`src/rtl/hsf_pkg.sv`:
```
package hsf_pkg;
  typedef enum logic [1:0] {
    AM_BASIC    = 2'd0,
    AM_STROBED  = 2'd1,
    AM_BIDIR    = 2'd2
  } amode_e;

  localparam logic DIR_IN  = 1'b1;
  localparam logic DIR_OUT = 1'b0;

  // raw value 3 folds onto the bidirectional mode
  function automatic amode_e fold_amode(input logic [1:0] raw);
    case (raw)
      2'd0:    return AM_BASIC;
      2'd1:    return AM_STROBED;
      default: return AM_BIDIR;
    endcase
  endfunction
endpackage

```
`src/rtl/hsf_port_a.sv`:
```
module hsf_port_a
  import hsf_pkg::*;
(
  input  logic   clk,
  input  logic   rst_n,
  input  logic   clr,
  input  amode_e mode,
  input  logic   dir,
  input  logic   wr,
  input  logic   ack_n,
  input  logic   stb_n,
  output logic   obf,
  output logic   ibf,
  output logic   evt
);
  logic out_hs, in_hs, wr_set, ack_clr, stb_set;
  logic obf_nxt, ibf_nxt, flag_en;

  always_comb begin
    out_hs  = ((mode == AM_STROBED) && (dir == DIR_OUT)) || (mode == AM_BIDIR);
    in_hs   = ((mode == AM_STROBED) && (dir == DIR_IN))  || (mode == AM_BIDIR);
    wr_set  = wr && (dir == DIR_OUT) && (mode != AM_BASIC);
    ack_clr = out_hs && obf && !ack_n && !wr_set;
    stb_set = in_hs && !ibf && !stb_n;
    flag_en = clr || wr_set || ack_clr || stb_set;
    if (clr) begin
      obf_nxt = 1'b0;
      ibf_nxt = 1'b0;
    end else begin
      obf_nxt = wr_set ? 1'b1 : (ack_clr ? 1'b0 : obf);
      ibf_nxt = stb_set ? 1'b1 : ibf;
    end
    evt = !clr && (ack_clr || stb_set);
  end

  always_ff @(posedge clk or negedge rst_n) begin
    if (!rst_n) begin
      obf <= 1'b0;
      ibf <= 1'b0;
    end else if (flag_en) begin
      obf <= obf_nxt;
      ibf <= ibf_nxt;
    end
  end
endmodule

```
`src/rtl/hsf_port_b.sv`:
```
module hsf_port_b
  import hsf_pkg::*;
(
  input  logic clk,
  input  logic rst_n,
  input  logic clr,
  input  logic strobed,
  input  logic dir,
  input  logic wr,
  input  logic hs_n,
  output logic obf,
  output logic ibf,
  output logic evt
);
  logic wr_set, ack_clr, stb_set, flag_en;
  logic obf_nxt, ibf_nxt;

  always_comb begin
    wr_set  = wr && strobed && (dir == DIR_OUT);
    ack_clr = strobed && (dir == DIR_OUT) && obf && !hs_n && !wr_set;
    stb_set = strobed && (dir == DIR_IN) && !ibf && !hs_n;
    flag_en = clr || wr_set || ack_clr || stb_set;
    if (clr) begin
      obf_nxt = 1'b0;
      ibf_nxt = 1'b0;
    end else begin
      obf_nxt = wr_set ? 1'b1 : (ack_clr ? 1'b0 : obf);
      ibf_nxt = stb_set ? 1'b1 : ibf;
    end
    evt = !clr && (ack_clr || stb_set);
  end

  always_ff @(posedge clk or negedge rst_n) begin
    if (!rst_n) begin
      obf <= 1'b0;
      ibf <= 1'b0;
    end else if (flag_en) begin
      obf <= obf_nxt;
      ibf <= ibf_nxt;
    end
  end
endmodule

```
`src/rtl/hsf_inte.sv`:
```
module hsf_inte
  import hsf_pkg::*;
#(
  parameter int SEL_W    = 3,
  parameter int A_IN_SEL = 4,
  parameter int A_OUT_SEL = 6,
  parameter int B_SEL    = 2
) (
  input  logic             clk,
  input  logic             rst_n,
  input  logic             clr,
  input  amode_e           amode,
  input  logic             a_dir,
  input  logic             b_strobed,
  input  logic             cmd_vld,
  input  logic [SEL_W-1:0] cmd_sel,
  input  logic             cmd_val,
  output logic             inte_a,
  output logic             inte_b,
  output logic             inte_1,
  output logic             inte_2
);
  localparam logic [SEL_W-1:0] SEL_AI = SEL_W'(A_IN_SEL);
  localparam logic [SEL_W-1:0] SEL_AO = SEL_W'(A_OUT_SEL);
  localparam logic [SEL_W-1:0] SEL_B  = SEL_W'(B_SEL);

  logic ld_a, ld_b, ld_1, ld_2;

  always_comb begin
    ld_b = cmd_vld && b_strobed && (cmd_sel == SEL_B);
    ld_a = cmd_vld && (amode == AM_STROBED) &&
           (((a_dir == DIR_IN)  && (cmd_sel == SEL_AI)) ||
            ((a_dir == DIR_OUT) && (cmd_sel == SEL_AO)));
    ld_2 = cmd_vld && (amode == AM_BIDIR) && (cmd_sel == SEL_AI);
    ld_1 = cmd_vld && (amode == AM_BIDIR) && (cmd_sel == SEL_AO);
  end

  always_ff @(posedge clk or negedge rst_n) begin
    if (!rst_n) begin
      inte_a <= 1'b0;
      inte_b <= 1'b0;
      inte_1 <= 1'b0;
      inte_2 <= 1'b0;
    end else begin
      if (clr || ld_a) inte_a <= !clr && cmd_val;
      if (clr || ld_b) inte_b <= !clr && cmd_val;
      if (clr || ld_1) inte_1 <= !clr && cmd_val;
      if (clr || ld_2) inte_2 <= !clr && cmd_val;
    end
  end
endmodule

```
`src/rtl/hs_flag_ctrl.sv`:
```
module hs_flag_ctrl
  import hsf_pkg::*;
#(
  parameter int CTL_W     = 8,
  parameter int ACK_A_POS = 6,
  parameter int STB_A_POS = 4,
  parameter int HS_B_POS  = 2,
  localparam int SEL_W    = $clog2(CTL_W)
) (
  input  logic             clk,
  input  logic             rst_n,
  input  logic [1:0]       a_mode_raw,
  input  logic             a_dir,
  input  logic             b_mode,
  input  logic             b_dir,
  input  logic             mode_set,
  input  logic             data_wr_a,
  input  logic             data_wr_b,
  input  logic             bsr_valid,
  input  logic [SEL_W-1:0] bsr_sel,
  input  logic             bsr_value,
  input  logic [CTL_W-1:0] ctl_in,
  output logic             obf_a,
  output logic             ibf_a,
  output logic             obf_b,
  output logic             ibf_b,
  output logic             inte_a,
  output logic             inte_b,
  output logic             inte_1,
  output logic             inte_2,
  output logic             ctl_refresh
);
  amode_e amode;
  logic   evt_a, evt_b, refresh_nxt;

  assign amode = fold_amode(a_mode_raw);

  hsf_port_a u_pa (
    .clk(clk), .rst_n(rst_n), .clr(mode_set), .mode(amode), .dir(a_dir),
    .wr(data_wr_a), .ack_n(ctl_in[ACK_A_POS]), .stb_n(ctl_in[STB_A_POS]),
    .obf(obf_a), .ibf(ibf_a), .evt(evt_a)
  );

  hsf_port_b u_pb (
    .clk(clk), .rst_n(rst_n), .clr(mode_set), .strobed(b_mode), .dir(b_dir),
    .wr(data_wr_b), .hs_n(ctl_in[HS_B_POS]),
    .obf(obf_b), .ibf(ibf_b), .evt(evt_b)
  );

  hsf_inte #(
    .SEL_W(SEL_W), .A_IN_SEL(STB_A_POS), .A_OUT_SEL(ACK_A_POS), .B_SEL(HS_B_POS)
  ) u_ie (
    .clk(clk), .rst_n(rst_n), .clr(mode_set), .amode(amode), .a_dir(a_dir),
    .b_strobed(b_mode), .cmd_vld(bsr_valid), .cmd_sel(bsr_sel),
    .cmd_val(bsr_value), .inte_a(inte_a), .inte_b(inte_b),
    .inte_1(inte_1), .inte_2(inte_2)
  );

  always_comb refresh_nxt = evt_a || evt_b;

  always_ff @(posedge clk or negedge rst_n) begin
    if (!rst_n) ctl_refresh <= 1'b0;
    else        ctl_refresh <= refresh_nxt;
  end
endmodule

```
`config.mk`:
```
export PLATFORM = sky130hd
export DESIGN_NAME = hs_flag_ctrl
export DESIGN_NICKNAME = d
export VERILOG_FILES = /design/src/rtl/hsf_pkg.sv /design/src/rtl/hsf_port_a.sv /design/src/rtl/hsf_port_b.sv /design/src/rtl/hsf_inte.sv /design/src/rtl/hs_flag_ctrl.sv
export SDC_FILE = /design/constraint.sdc
export NUM_CORES = 1
export LEC_CHECK = 0
export CAP_MARGIN = 20
export CORE_MARGIN = 5
export CORE_UTILIZATION = 34
export CTS_CLUSTER_SIZE = 30
export DETAILED_ROUTE_END_ITERATION = 16
export GPL_TIMING_DRIVEN = 1
export PLACE_DENSITY_LB_ADDON = 0.08
export SETUP_SLACK_MARGIN = 0.4
export SLEW_MARGIN = 20
export SYNTH_ARGS = -nofsm -noshare
export SYNTH_HDL_FRONTEND = slang
export SYNTH_SLANG_ARGS = --single-unit
export TNS_END_PERCENT = 5
```
`constraint.sdc`:
```
create_clock -name clk -period 1.2 [get_ports clk]
set_input_delay 0.24 -clock clk [delete_from_list [all_inputs] [get_ports clk]]
set_output_delay 0.24 -clock clk [all_outputs]
set_load 0.03 [all_outputs]
```
# Word level (Yosys, flattened, before mapping)
# Cells that the tools add are included.
word_totals:
  reg_bits: 9
  out_inout_bits: 9
  wordCells: 92
classes:
  eq_ne: 6
  n_mux: 11
  bitwise_logic: 2
  reduce_logical: 64
ops:
  columns: ["cell", "count"]
  rows:
  - ["$logic_and A1 B1 Y1", 30]
  - ["$logic_or A1 B1 Y1", 16]
  - ["$mux W1", 10]
  - ["$logic_not A1 Y1", 8]
  - ["$reduce_and A2 Y1", 4]
  - ["$eq A3 B3 Y1 const B", 2]
  - ["$reduce_bool A2 Y1", 3]
  - ["$reduce_bool A3 Y1", 2]
  - ["$eq A2 B1 Y1 const B", 2]
  - ["$pmux W2 S2", 1]
  - ["$eq A3 B2 Y1 const B", 1]
  - ["$eq A2 B2 Y1 const B", 1]
  - ["$logic_not A2 Y1", 1]
  - ["$not A1 Y1", 2]

# Logic depth before layout (Yosys ltp)
# Gate-level depths: netlist of the first run.
depth:
  depth_word: 11
  depth_mapped: 3
  ltp_nobuf: 3

# Cells and area by module
# Synthesis of the first run repeated with hierarchy kept, for this count alone.
unflattened:
  hier_cells: 56
  area_unflattened_um2: 574.3
by_module_without_submodules:
  columns: ["module", "instances", "cells_each", "area_each_um2"]
  rows:
  - ["hsf_inte", 1, 21, 244.0]
  - ["hsf_port_a", 1, 18, 158.9]
  - ["hsf_port_b", 1, 13, 130.1]
  - ["hs_flag_ctrl", 1, 4, 41.3]

# Least setup slack after synthesis of the first run
# No wires, ideal clock.
synth_path:
  path_type: "register to register"
  start: "reg u_pa.ibf"
  end: "reg ctl_refresh"
  setup_ns: 0.082
  arrival_time_ns: 1.021
  required_time_ns: 1.118
  path_slack_ns: 0.097
  stages_incl_launch_ff: 3
  n_path_buf: 0
  period_less_slack_ns: 1.103
  path_cell_list: "dfrtp_1 > or3_1 > a31oi_1"
synth_between:
  elab_chain_len: 6
synth_rtl:
  columns: ["element", "line", "rtl"]
  rows:
  - ["start: declaration", "hsf_port_a.sv:13", "output logic ibf,"]
  - ["start signal: assignment", "hsf_port_a.sv:42", "ibf <= ibf_nxt;"]
  - ["$logic_not A1 Y1", "hsf_port_a.sv:24", "stb_set = in_hs && !ibf && !stb_n;"]
  - ["$logic_and A1 B1 Y1 (2 in series)", "hsf_port_a.sv:24", null]
  - ["$logic_or A1 B1 Y1", "hsf_port_a.sv:33", "evt = !clr && (ack_clr || stb_set);"]
  - ["$logic_and A1 B1 Y1", "hsf_port_a.sv:33", null]
  - ["$logic_or A1 B1 Y1", "hs_flag_ctrl.sv:59", "always_comb refresh_nxt = evt_a || evt_b;"]
  - ["via refresh_nxt", "hs_flag_ctrl.sv:34", "logic evt_a, evt_b, refresh_nxt;"]
  - ["end signal: assignment", "hs_flag_ctrl.sv:63", "else ctl_refresh <= refresh_nxt;"]
  - ["end: declaration", "hs_flag_ctrl.sv:31", "output logic ctl_refresh"]
# The timed path passes the listed nets, and every way through them passes these cells.
# A chain may end at the register's enable or synchronous reset.

# Final worst setup path of the first run
layout_path:
  start: "reg u_ie.inte_a"
  end: "out inte_a"
layout_rtl:
  columns: ["element", "line", "rtl"]
  rows:
  - ["start: declaration", "hsf_inte.sv:18", "output logic inte_a,"]
  - ["start signal: assignment", "hsf_inte.sv:45", "if (clr || ld_a) inte_a <= !clr && cmd_val;"]
  - ["end: declaration", "hs_flag_ctrl.sv:27", "output logic inte_a,"]
# No word-level cell between the ends.

==> results.json, run 1 <==
{
  "status": "completed",
  "synth_seq_cells": 9,
  "r2r_start": "u_pa.ibf",
  "drt-initial-drc-count": 12,
  "layout_common_cells": "buf_4, clkdlybuf4s50_1, dfrtp_1",
  "finalWorstSetupSlack_ns": 0.133,
  "worstPathArrival_ns": 0.83,
  "postRouteWirelength_um": 1300,
  "cts_max_level": 1,
  "cts.sinks": 9,
  "grt_pass1_vias": 501,
  "setup_viol": 0,
  "clk_pin_slew_ns": 0.06,
  "final_nets": 112,
  "crit_start": "u_ie.inte_a",
  "skew_ns": 0.00106,
  "rsz0062_at_grt": "yes",
  "finalNonFillerCells": 103,
  "io_pins": 32,
  "place_worst_setup_slack_ns": -0.303,
  "antennaDiodeCount": 0,
  "clockRootBuffer": "clkbuf_4",
  "drtAntennaViolNets": 0,
  "period_needed_ns": 1.07,
  "synth_area_leader_cell": "dfrtp_1",
  "r2r_slack_ns": 0.18,
  "worst_pin_slew_ns": 0.248,
  "syn_inst": 50,
  "criticalPathCategory": "reg -> out",
  "rr_worst_depth": 2,
  "antenna_found_initial": 0,
  "hpwl_um": 1070,
  "numCtsBuffers": 3,
  "start_util": 0.370,
  "final_common_cell": "buf_4",
  "peakVddDrop_mv": 0.813,
  "grt_max_degree": 10,
  "cts_tree": "built",
  "crit_chain": "buf_4",
  "via_per_inst": 4.98,
  "synth_edf_count": 0,
  "slew_headroom": 0.834,
  "timing.fmax_ghz": 0.937,
  "dp.cells": 99,
  "critPathBufInv": 1,
  "fin_crit_sh": 0.889,
  "cp_max_fo": 2,
  "placed_area_sq_um": 821,
  "syn_area_sq_um": 499,
  "track_usage": 0.110,
  "whs_ns": 0.257,
  "synth_nets": 73,
  "power_density_mw_per_mm2": 881,
  "drive_gt1_frac": 0.284,
  "fp-row-count": 13,
  "required_ns": 0.96,
  "drt_pass1_iterations": 4,
  "finalHoldViolCount": 0,
  "io_buffer_count": 26,
  "wire_per_inst_um": 12.6,
  "synthArstFlopShare": 1.00,
  "slew_viol_final": 0,
  "die_height_um": 48.3,
  "die_area_sq_mm": 0.00233,
  "grt.overflow.total": 0,
  "synth.area.top_cells": "dfrtp_1, nand2b_1, mux2i_1",
  "cts.path.max_buffers": 2,
  "drc": 0,
  "hp-class": "in -> async",
  "cap_viol_max_count": 0,
  "grt_pass1_wl_um": 2140,
  "avgSynthCellArea_sq_um": 9.98,
  "syn_to_final_growth_pct": 70.7,
  "clock_latency_ns": 0.26,
  "synth_cell_types": 23,
  "slowest_delay_ns": 0.39,
  "power_leakage_nw": 0.399,
  "end_kind": "output port",
  "rr_endpoint": "ctl_refresh",
  "yosys_warnings": 0,
  "cts_setup_buffers": 0,
  "fp.dieW_um": 48.3,
  "netlist.area_leader.share": 0.451,
  "place_congestion": 0.730,
  "vias": 513,
  "path_delay_family": "flip-flops",
  "crit_path_top_delay_cell": "dfrtp_1",
  "yosysSeqAreaShare": 0.451,
  "fillers": 119,
  "critPathLaunchType": "flop",
  "final_area_sq_um": 852,
  "synth-main-ff-cell": "dfrtp_1",
  "coreArea_sq_mm": 0.00135
}
[cells in the mapped netlist (all sizes together) (2+ instances only)]
cell type,number
nor2b,4
o21ai,2
nand3b,2
a21oi,5
inv,3
dfrtp,9
nand2b,6
mux2i,3
nor2,2
nand4,2
[worst register-to-register path, stage by stage, from the launching register on]
cell and delay (ns):
dfrtp_2 0.41, or3_1 0.40, a31oi_1 0.14
[final cells by class]
class | instances | area, sq um | share of cell area
Timing Repair Buffer | 35 | 308 | 0.361
Multi-Input combinational cell | 37 | 262 | 0.307
Sequential cell | 9 | 226 | 0.266
Clock buffer | 4 | 26.3 | 0.0308
Tap cell | 15 | 18.8 | 0.0220
Inverter | 3 | 11.3 | 0.0132
[how the worst max path moves through the flow]
stage	to	slack (ns)	cells past startpoint
after CTS	ibf_b	0.13	1
final	inte_a	0.13	1
after floorplan	ctl_refresh	0.14	2
after global routing	ibf_b	0.10	1
after detailed placement	u_ie.inte_2	-0.30	4
after global placement	u_ie.inte_2	-0.30	4
[through the flow]
| step | utilization | setup TNS (ns) | power [mW] |
|---|---|---|---|
| after floorplan | - | 0 | 0.400 |
| after global placement | 0.608 | -1.46 | 0.522 |
| after detailed placement | 0.608 | -1.49 | 0.523 |
| after CTS | 0.631 | 0 | 0.757 |
| after global routing | 0.631 | 0 | 0.787 |
| final | 0.631 | 0 | 0.751 |
[cell families (layout without fill, tap and decap cells)]
kind of cell / Yosys count / in the layout / synth area share
AOI/OAI and AO/OA: 11 / 11 / 0.133
xor gates and xnor gates: 1 / 1 / 0.0175
buffers and inverters: 4 / 42 / 0.0301
DFF: 9 / 9 / 0.451
muxes: 3 / 3 / 0.0602
and+or+nand+nor: 22 / 22 / 0.308
[layer usage]
| metal | GRT usage | vias up | part of all wire |
|---|---|---|---|
| li1 | - | 258 | - |
| met1 | 0.127 | 234 | 0.42 |
| met2 | 0.178 | 19 | 0.47 |
| met3 | 0.0550 | 2 | 0.098 |
| met4 | 0.0276 | 0 | 0.0077 |
| met5 | 0 | - | 0 |
[report_power, final]
group          total, mW  internal, mW  leakage, nW  switching, mW
combinational      0.189         0.106        0.263         0.0828
sequential         0.325         0.316        0.121        0.00860
clock              0.237         0.128       0.0150          0.109
[what timing repair did]
action,4_1_cts,5_1_grt
hold buffers,0,0
endpoints found under the setup margin,18,18
hold endpoints to repair,0,0
gates resized for setup,11,0
pin swaps,3,0
No activity file was read; power rests on OpenSTA's default activity.
==> run 2: changes to the inputs <==
--- a/config.mk
+++ b/config.mk
@@ -12,6 +12,7 @@
 export DETAILED_ROUTE_END_ITERATION = 16
 export GPL_TIMING_DRIVEN = 1
 export PLACE_DENSITY_LB_ADDON = 0.08
+export RECOVER_POWER = 50
 export SETUP_SLACK_MARGIN = 0.4
 export SLEW_MARGIN = 20
 export SYNTH_ARGS = -nofsm -noshare
==> results.json, run 2 (synthesized netlist as in run 1, its figures left out) <==
{
  "clockRootBuffer": "clkbuf_4",
  "coreArea_sq_mm": 0.00135,
  "vias": 514,
  "grt_pass1_vias": 501,
  "layout_common_cells": "buf_4, dfrtp_1, dlygate4sd2_1, clkdlybuf4s50_1, nand2b_1",
  "via_per_inst": 4.99,
  "worstPathArrival_ns": 1.25,
  "numCtsBuffers": 3,
  "slew_headroom": 0.672,
  "hp-class": "in -> async",
  "power_leakage_nw": 0.396,
  "grt_max_degree": 10,
  "slowest_delay_ns": 0.64,
  "critPathLaunchType": "input pin",
  "peakVddDrop_mv": 0.810,
  "cts.sinks": 9,
  "end_kind": "flop",
  "crit_path_top_delay_cell": "dlygate4sd3_1",
  "grt_pass1_wl_um": 2140,
  "fin_crit_sh": 0.894,
  "hpwl_um": 1070,
  "postRouteWirelength_um": 1290,
  "die_area_sq_mm": 0.00233,
  "final_area_sq_um": 848,
  "final_common_cell": "buf_4",
  "antennaDiodeCount": 0,
  "required_ns": 1.38,
  "worst_pin_slew_ns": 0.492,
  "timing.fmax_ghz": 0.932,
  "fin_tns_setup_ns": 0,
  "die_height_um": 48.3,
  "power_density_mw_per_mm2": 880,
  "slew_viol_final": 0,
  "drt-initial-drc-count": 9,
  "cts_setup_buffers": 0,
  "drt_pass1_iterations": 4,
  "final_nets": 112,
  "cp_max_fo": 8,
  "ctsHoldBuffers": 0,
  "drc": 0,
  "grt.overflow.total": 0,
  "clk_pin_slew_ns": 0.06,
  "clock_latency_ns": 0.26,
  "io_buffer_count": 26,
  "antenna_found_initial": 0,
  "cap_viol_max_count": 0,
  "finalHoldViolCount": 0,
  "track_usage": 0.110,
  "io_pins": 32,
  "setup_viol": 0,
  "placed_area_sq_um": 821,
  "skew_ns": 0.00111,
  "rsz0062_at_grt": "yes",
  "drive_gt1_frac": 0.273,
  "cts_tree": "built",
  "wire_per_inst_um": 12.5,
  "start_util": 0.370,
  "status": "completed",
  "drtAntennaViolNets": 0,
  "criticalPathCategory": "in -> reg",
  "fp.dieW_um": 48.3,
  "fp-row-count": 13,
  "place_congestion": 0.730,
  "cts.path.max_buffers": 2,
  "cts_max_level": 1,
  "crit_chain": "dlygate4sd3_1, nand2b_1, mux2i_1",
  "period_needed_ns": 1.07,
  "syn_to_final_growth_pct": 69.9
}
-- run 2: final timing paths --
kind,start,end,slack [ns],depth (start not counted)
worst max-delay path,mode_set,u_ie.inte_1,0.13,3
worst min-delay path,rst_n,ctl_refresh,0.44,2
worst max register to register,u_pa.ibf,ctl_refresh,0.18,2
worst min register to register,u_pa.ibf,u_pa.ibf,0.55,2
max in group asynchronous,rst_n,u_pa.ibf,0.40,2
min in group clk,a_mode_raw[1],u_ie.inte_a,0.50,3
-- run 2: through the flow --
step	utilization	setup WS, ns	instances	hold WS [ns]	power [mW]
2_1_floorplan	-	0.144	50	-0.0556	0.400
3_3_place_gp	0.608	-0.298	99	0.510	0.522
3_5_place_dp	0.608	-0.303	99	0.519	0.523
4_1_cts	0.631	0.131	103	0.256	0.757
5_1_grt	0.628	0.0569	103	0.482	0.783
6_report	0.628	0.127	103	0.444	0.747
-- run 2: cell type report --
type,instances,area [sq um]
fill,121,502
timing repair buffer,35,304
multi-input combinational,37,262
sequential,9,226
clock buffer,4,26.3
tap,15,18.8
inverter,3,11.3
-- run 2: repair_timing --
item,in CTS,in global routing
hold endpoints to repair,0,0
setup endpoints to repair,18,18
pin swaps,3,0
gates resized for setup,11,0
-- run 2: where the power goes --
| part | switching, mW | leakage, nW | internal, mW |
|---|---|---|---|
| sequential | 0.00861 | 0.121 | 0.316 |
| combinational | 0.0824 | 0.260 | 0.103 |
| clock | 0.109 | 0.0150 | 0.128 |
-- run 2: routing by layer --
| layer | up-vias | share of wire | track usage |
|---|---|---|---|
| met1 | 232 | 0.42 | 0.127 |
| li1 | 261 | - | - |
| met2 | 19 | 0.47 | 0.178 |
| met5 | - | 0 | 0 |
| met3 | 2 | 0.098 | 0.0550 |
| met4 | 0 | 0.0077 | 0.0276 |
-- run 2: critical path: cells and delay by family --
family,cells,cell delay (ns)
muxes,1,0.15
buffers and inverters,1,0.64
and+or+nand+nor,1,0.22
